File: config.mk
export PLATFORM = sky130hd
export DESIGN_NAME = twostage_addr_decoder
export DESIGN_NICKNAME = d
export VERILOG_FILES = /design/src/rtl/addrdec_pkg.sv /design/src/rtl/addrdec_regs.sv /design/src/rtl/addrdec_space.sv /design/src/rtl/addrdec_span_pick.sv /design/src/rtl/twostage_addr_decoder.sv
export SDC_FILE = /design/constraint.sdc
export NUM_CORES = 1
export LEC_CHECK = 0
export BUFFER_PORTS_ARGS = -buffer_cell sky130_fd_sc_hd__buf_4
export CORE_MARGIN = 2
export CORE_UTILIZATION = 58
export DETAILED_ROUTE_END_ITERATION = 10
export HOLD_SLACK_MARGIN = 0.15
export MAX_ROUTING_LAYER = met4
export PLACE_DENSITY = 0.86
export SYNTH_ARGS = -nofsm -noshare
export SYNTH_HDL_FRONTEND = slang
export SYNTH_SLANG_ARGS = --single-unit
File: constraint.sdc
create_clock -name clk -period 2.5 [get_ports clk]
set_input_delay 0 -clock clk [delete_from_list [all_inputs] [get_ports clk]]
set_output_delay 0 -clock clk [all_outputs]
set_load 0.05 [all_outputs]
File: src/rtl/addrdec_pkg.sv
package addrdec_pkg;
  localparam int NUM_REGIONS = 8;
  localparam int IDX_W       = 3;

  typedef enum logic [2:0] {
    RG_EXP0, RG_EXP1, RG_EXP2, RG_EXP3, RG_DRAM, RG_SIO, RG_CARD, RG_CSR
  } region_e;

  // log2 of the window size of each region
  function automatic int unsigned region_lg(input int r);
    case (r)
      4, 5:    return 27;
      6:       return 28;
      7:       return 26;
      default: return 25;
    endcase
  endfunction

  // address lies in the aligned window that starts at {base,25'b0}
  function automatic logic base_match(input logic [31:0] a, input logic [6:0] base,
                                      input int unsigned lg);
    logic [31:0] keep;
    keep = '1;
    keep = keep << lg;
    return ((a ^ {base, 25'd0}) & keep) == 32'd0;
  endfunction

  function automatic logic in_span(input logic [7:0] f, input logic [7:0] lo,
                                   input logic [7:0] hi);
    return (f >= lo) && (f <= hi);
  endfunction

  // keep only the lowest set bit
  function automatic logic [NUM_REGIONS-1:0] lowest_bit(input logic [NUM_REGIONS-1:0] v);
    return v & (~v + 1'b1);
  endfunction
endpackage

File: src/rtl/addrdec_regs.sv
module addrdec_regs
  import addrdec_pkg::*;
#(
  parameter int N_DRAM = 4,
  parameter int N_EXP  = 4,
  parameter int REG_AW = 5,
  parameter int DF_W   = 6,
  parameter int EF_W   = 4
) (
  input  logic                         clk,
  input  logic                         rst_n,
  input  logic                         wr_en,
  input  logic [REG_AW-1:0]            wr_addr,
  input  logic [15:0]                  wr_data,
  output logic [NUM_REGIONS-1:0]       space_en,
  output logic [NUM_REGIONS-1:0][6:0]  space_base,
  output logic [N_DRAM-1:0][DF_W-1:0]  dram_lo,
  output logic [N_DRAM-1:0][DF_W-1:0]  dram_hi,
  output logic [N_EXP-1:0][EF_W-1:0]   exp_lo,
  output logic [N_EXP-1:0][EF_W-1:0]   exp_hi,
  output logic                         sio_eight
);
  localparam int DRAM_IX = NUM_REGIONS;
  localparam int EXP_IX  = DRAM_IX + N_DRAM;
  localparam int MODE_IX = EXP_IX + N_EXP;

  logic unused_data;
  assign unused_data = ^wr_data[15:14];

  always_ff @(posedge clk) begin
    if (!rst_n) begin
      space_en   <= '0;
      space_base <= '0;
      dram_lo    <= '1;
      dram_hi    <= '0;
      exp_lo     <= '1;
      exp_hi     <= '0;
      sio_eight  <= 1'b0;
    end else if (wr_en) begin
      for (int r = 0; r < NUM_REGIONS; r++) begin
        if (wr_addr == REG_AW'(r)) begin
          space_en[r]   <= wr_data[7];
          space_base[r] <= wr_data[6:0];
        end
      end
      for (int b = 0; b < N_DRAM; b++) begin
        if (wr_addr == REG_AW'(DRAM_IX + b)) begin
          dram_lo[b] <= wr_data[DF_W-1:0];
          dram_hi[b] <= wr_data[8+DF_W-1:8];
        end
      end
      for (int b = 0; b < N_EXP; b++) begin
        if (wr_addr == REG_AW'(EXP_IX + b)) begin
          exp_lo[b] <= wr_data[EF_W-1:0];
          exp_hi[b] <= wr_data[8+EF_W-1:8];
        end
      end
      if (wr_addr == REG_AW'(MODE_IX)) sio_eight <= wr_data[0];
    end
  end
endmodule

File: src/rtl/addrdec_space.sv
module addrdec_space
  import addrdec_pkg::*;
(
  input  logic [31:0]                  addr,
  input  logic [NUM_REGIONS-1:0]       space_en,
  input  logic [NUM_REGIONS-1:0][6:0]  space_base,
  output logic [NUM_REGIONS-1:0]       raw_match,
  output logic [NUM_REGIONS-1:0]       sel
);
  for (genvar r = 0; r < NUM_REGIONS; r++) begin : g_region
    assign raw_match[r] = space_en[r] && base_match(addr, space_base[r], region_lg(r));
  end
  assign sel = lowest_bit(raw_match);
endmodule

File: src/rtl/addrdec_span_pick.sv
module addrdec_span_pick
  import addrdec_pkg::*;
#(
  parameter int N  = 4,
  parameter int W  = 6,
  parameter int IW = 2
) (
  input  logic [W-1:0]        field,
  input  logic [N-1:0][W-1:0] lo,
  input  logic [N-1:0][W-1:0] hi,
  output logic [N-1:0]        match,
  output logic                found,
  output logic [IW-1:0]       idx
);
  for (genvar b = 0; b < N; b++) begin : g_bank
    assign match[b] = in_span(8'(field), 8'(lo[b]), 8'(hi[b]));
  end

  assign found = |match;

  always_comb begin
    idx = '0;
    for (int b = N - 1; b >= 0; b--) begin
      if (match[b]) idx = IW'(b);
    end
  end
endmodule

File: src/rtl/twostage_addr_decoder.sv
module twostage_addr_decoder
  import addrdec_pkg::*;
#(
  parameter int N_DRAM     = 4,
  parameter int N_EXP      = 4,
  parameter int REG_AW     = 5,
  parameter int REG_OUT    = 1,
  parameter int CSR_WIN_LG = 12
) (
  input  logic              clk,
  input  logic              rst_n,
  input  logic [31:0]       addr,
  input  logic              wr_en,
  input  logic [REG_AW-1:0] wr_addr,
  input  logic [15:0]       wr_data,
  output logic [7:0]        region_sel,
  output logic [2:0]        bank_idx,
  output logic              hit
);
  localparam int DF_W = 6;
  localparam int EF_W = 4;
  localparam int DI_W = (N_DRAM > 1) ? $clog2(N_DRAM) : 1;
  localparam int EI_W = (N_EXP > 1) ? $clog2(N_EXP) : 1;

  logic [NUM_REGIONS-1:0]       space_en;
  logic [NUM_REGIONS-1:0][6:0]  space_base;
  logic [N_DRAM-1:0][DF_W-1:0]  dram_lo, dram_hi;
  logic [N_EXP-1:0][EF_W-1:0]   exp_lo, exp_hi;
  logic                         sio_eight;

  logic [NUM_REGIONS-1:0] raw_match, comb_sel;
  logic [N_DRAM-1:0]      dram_match;
  logic [N_EXP-1:0]       exp_match;
  logic                   dram_found, exp_found;
  logic [DI_W-1:0]        dram_idx;
  logic [EI_W-1:0]        exp_idx;
  logic                   comb_hit;
  logic [IDX_W-1:0]       comb_idx;
  logic [2:0]             sio_slot;
  logic                   csr_in_win;

  addrdec_regs #(.N_DRAM(N_DRAM), .N_EXP(N_EXP), .REG_AW(REG_AW), .DF_W(DF_W), .EF_W(EF_W)) u_regs (
    .clk(clk), .rst_n(rst_n), .wr_en(wr_en), .wr_addr(wr_addr), .wr_data(wr_data),
    .space_en(space_en), .space_base(space_base), .dram_lo(dram_lo), .dram_hi(dram_hi),
    .exp_lo(exp_lo), .exp_hi(exp_hi), .sio_eight(sio_eight)
  );

  addrdec_space u_space (
    .addr(addr), .space_en(space_en), .space_base(space_base),
    .raw_match(raw_match), .sel(comb_sel)
  );

  addrdec_span_pick #(.N(N_DRAM), .W(DF_W), .IW(DI_W)) u_dram (
    .field(addr[25:20]), .lo(dram_lo), .hi(dram_hi),
    .match(dram_match), .found(dram_found), .idx(dram_idx)
  );

  addrdec_span_pick #(.N(N_EXP), .W(EF_W), .IW(EI_W)) u_exp (
    .field(addr[24:21]), .lo(exp_lo), .hi(exp_hi),
    .match(exp_match), .found(exp_found), .idx(exp_idx)
  );

  assign sio_slot   = addr[26:24];
  assign csr_in_win = (addr[25:CSR_WIN_LG] == '0);

  always_comb begin
    comb_hit = 1'b0;
    comb_idx = '0;
    if (|comb_sel[RG_EXP3:RG_EXP0]) begin
      comb_hit = exp_found;
      if (exp_found) comb_idx = IDX_W'(exp_idx);
    end else if (comb_sel[RG_DRAM]) begin
      comb_hit = dram_found;
      if (dram_found) comb_idx = IDX_W'(dram_idx);
    end else if (comb_sel[RG_SIO]) begin
      if (sio_eight) begin
        comb_hit = 1'b1;
        comb_idx = sio_slot;
      end else if (!sio_slot[2]) begin
        comb_hit = 1'b1;
        comb_idx = {1'b0, sio_slot[1:0]};
      end
    end else if (comb_sel[RG_CARD]) begin
      comb_hit = 1'b1;
      comb_idx = {1'b0, addr[27:26]};
    end else if (comb_sel[RG_CSR]) begin
      if (csr_in_win) begin
        comb_hit = 1'b1;
        comb_idx = {1'b0, addr[CSR_WIN_LG-1 -: 2]};
      end
    end
  end

  if (REG_OUT != 0) begin : g_reg_out
    always_ff @(posedge clk) begin
      if (!rst_n) begin
        region_sel <= '0;
        bank_idx   <= '0;
        hit        <= 1'b0;
      end else begin
        region_sel <= comb_sel;
        bank_idx   <= comb_idx;
        hit        <= comb_hit;
      end
    end
  end else begin : g_comb_out
    assign region_sel = comb_sel;
    assign bank_idx   = comb_idx;
    assign hit        = comb_hit;
  end
endmodule

==> flow_metrics.py <==
metrics = {
    "timing": {
        "fin_setup_tns_ns": 0,
        "worstMarginPinSlew_ns": 0.743,
        "grt_setup_unrepaired": "no",
        "period_share_pct": 95.8,
        "fmax_ghz": 0.418,
        "finalSetupViolCount": 0,
        "skew_ns": 0.00728,
        "finalHoldViolCount": 0,
        "slew_headroom_pct": 50.3,
        "finalMaxSlewViolations": 0,
        "hold_slack_ns": 0.166,
        "post-route-min-period_ns": 2.39,
    },
    "worst_setup_path": {
        "critPathRequiredTime_ns": 2.85,
        "crit_path_start_kind": "flop",
        "path_max_fanout": 2,
        "crit_type": "reg2reg",
        "crit_path_end_kind": "flop",
        "worstPathArrival_ns": 2.74,
    },
    "clock_tree": {
        "cts_setup_buffers": 0,
        "cts_buffers": 17,
        "cts.htree.levels": 4,
        "hold_buffers": 32,
        "cts_root_buf": "clkbuf_16",
        "clkTransAtPathRegs_ns": 0.07,
        "cts_sinks": 149,
        "insertion_delay_ns": 0.44,
        "cts_tree": "yes",
        "clk_path_buf_depth": 2,
        "post_cts_resized": 0,
    },
    "routing": {
        "avgViaCountPerCell": 5.78,
        "wl_per_cell_um": 17.5,
        "antenna_left": 0,
        "drt_wl_total_mm": 20.9,
        "drcViolationCount": 0,
        "dr.pass1.iters": 5,
        "dr_total_vias": 6926,
        "drt_first_iter_violations": 613,
    },
    "outcome": {
        "outcome": "completed",
    },
    "yosys": {
        "ys_seq_area_share_pct": 37.8,
        "netlist-cell-type-count": 49,
        "synth.avg_cell_area_um2": 8.41,
        "synth_edf_count": 0,
        "syn_inst": 940,
        "synthTopCellsByArea": "dfxtp_1 38%, ha_1 13%, nand2_1 7.1%",
        "syn_nets": 1076,
        "synth_ff_type": "dfxtp_1",
        "synth-seq-cells": 149,
        "post-synth-top-area-cell": "dfxtp_1",
        "netlist_area_mm2": 0.00790,
        "yosys_warnings": 0,
        "async_flop_share_pct": 0,
        "yosysTopAreaCellShare_pct": 37.8,
    },
    "global_route": {
        "grt_max_degree": 45,
        "overflow": 0,
        "antenna_found_initial": 0,
        "grt_pass1_wl_mm": 33.7,
        "grt_pass1_vias": 6931,
        "track_usage_pct": 30.8,
    },
    "die": {
        "start_util_pct": 59.4,
        "num_rows": 42,
        "die_x_um": 121,
        "fp.dieArea_mm2": 0.0146,
        "pin_count": 68,
        "core_mm2": 0.0133,
        "dieHeight_um": 121,
    },
    "layout": {
        "fillerInstances": 965,
        "final_common_cell": "nand2_1",
        "syn2layout_area_growth_pct": 18.0,
        "final_cell_area_mm2": 0.00932,
        "layout-drive-gt1-share_pct": 10.9,
        "final_core_util_pct": 70.1,
        "final_cell_mix": "150 x nand2_1, 149 x dfxtp_1, 80 x ha_1, 78 x inv_1, 74 x nor2_1",
        "finalNetCount": 1145,
        "num_antenna_cells": 0,
    },
    "pwr": {
        "powerDensity_mw_per_mm2": 582,
        "irDropWorstVdd_v": 0.000514,
        "p_leak_uw": 0.00402,
    },
    "run": {
        "cap_violations": 0,
    },
    "place": {
        "dp_hpwl_mm": 13.1,
        "gp_congestion": 0.857,
        "place_area_mm2": 0.00843,
        "port-buffer-count": 55,
    },
    "worst_hold_path": {
        "worst_hold_path_type": "in2reg",
    },
}
-- cell usage after synthesis (all sizes together), types with 3 or more instances --
master   instances
o22ai            3
nand2b           8
o21bai           4
nor3             7
o21a             5
xnor2           38
mux2i           53
or2              3
dfxtp          149
ha              80
nor2            74
o21ai           19
o211ai          34
nand2          150
clkbuf          41
nor2b            9
xor2            10
a211oi           3
inv             79
a21oi           70
buf             10
nand4           18
nand3           35
a2111oi          3
nor4             9
o2bb2a           4
a21o             4
-- registers in the layout, summed over array words and instances, names as in the netlist --
signal and count:
u_regs.dram_hi 24, u_regs.sio_eight 1, region_sel 8, u_regs.space_base 48
u_regs.exp_hi 16, u_regs.exp_lo 16, u_regs.space_en 8, bank_idx 3
u_regs.dram_lo 24, hit 1
-- report_power, final --
group	internal, uW	leakage (uW)	switching, uW
clock network	1430	0.000276	1070
logic	211	0.00254	313
registers	2390	0.00120	9.22
total	4040	0.00402	1390
-- through the flow --
stage                     setup slack, ns  std cells  power [uW]
final                               0.106       1198        5430
after global routing               0.0267       1198        5600
after CTS                           0.130       1198        5450
after detailed placement            0.150       1134        2930
after global placement              0.235       1134        2910
after floorplan                     0.304        940        2740
-- cell type report --
| type | count | area (um2) | area share (%) |
|---|---|---|---|
| clock buffers | 19 | 453 | 4.86 |
| clock inverters | 13 | 124 | 1.33 |
| inverters | 79 | 297 | 3.18 |
| multi-input cells | 661 | 4400 | 47.2 |
| flip-flops and latches | 149 | 2980 | 32.0 |
| well taps | 176 | 220 | 2.36 |
| repair buffers | 101 | 851 | 9.13 |
-- final timing paths --
path,from,end,slack (ns),cells after the start
setup / recovery,u_regs.dram_hi[21],bank_idx[0],0.11,8
hold / removal,addr[30],region_sel[7],0.17,5
setup reg to reg,u_regs.dram_hi[21],bank_idx[0],0.11,8
hold reg to reg,u_regs.dram_hi[11],u_regs.dram_hi[11],0.45,2
-- routing by layer --
layer	vias to the layer above	part of all wire (%)	GRT usage, %	routed length [um]
met2	262	49	51.1	10300
met3	50	7.0	5.99	1480
met4	0	2.5	14.7	526
met5	-	0	-	0
met1	3295	41	36.0	8600
li1	3319	-	-	-
-- logic make-up after synthesis --
family	after synthesis	synth area share, %
AO/OA/AOI/OAI	157	12.5
multiplexers	53	6.71
XOR/XNOR	48	5.32
AND/OR/NAND/NOR	323	18.4
adder cells (fa/ha/maj)	80	12.7
flip-flops	149	37.8
buffers and inverters	130	6.60
-- critical path, stage by stage (launching register included) --
cell and delay (ns):
dfxtp_1 0.32, inv_1 0.04, ha_1 0.28, a21o_1 0.18
a2111oi_0 0.46, nor2_1 0.16, a211o_1 0.26, a221o_1 0.33
a221oi_2 0.27
Power figures use the tool's default switching activity.
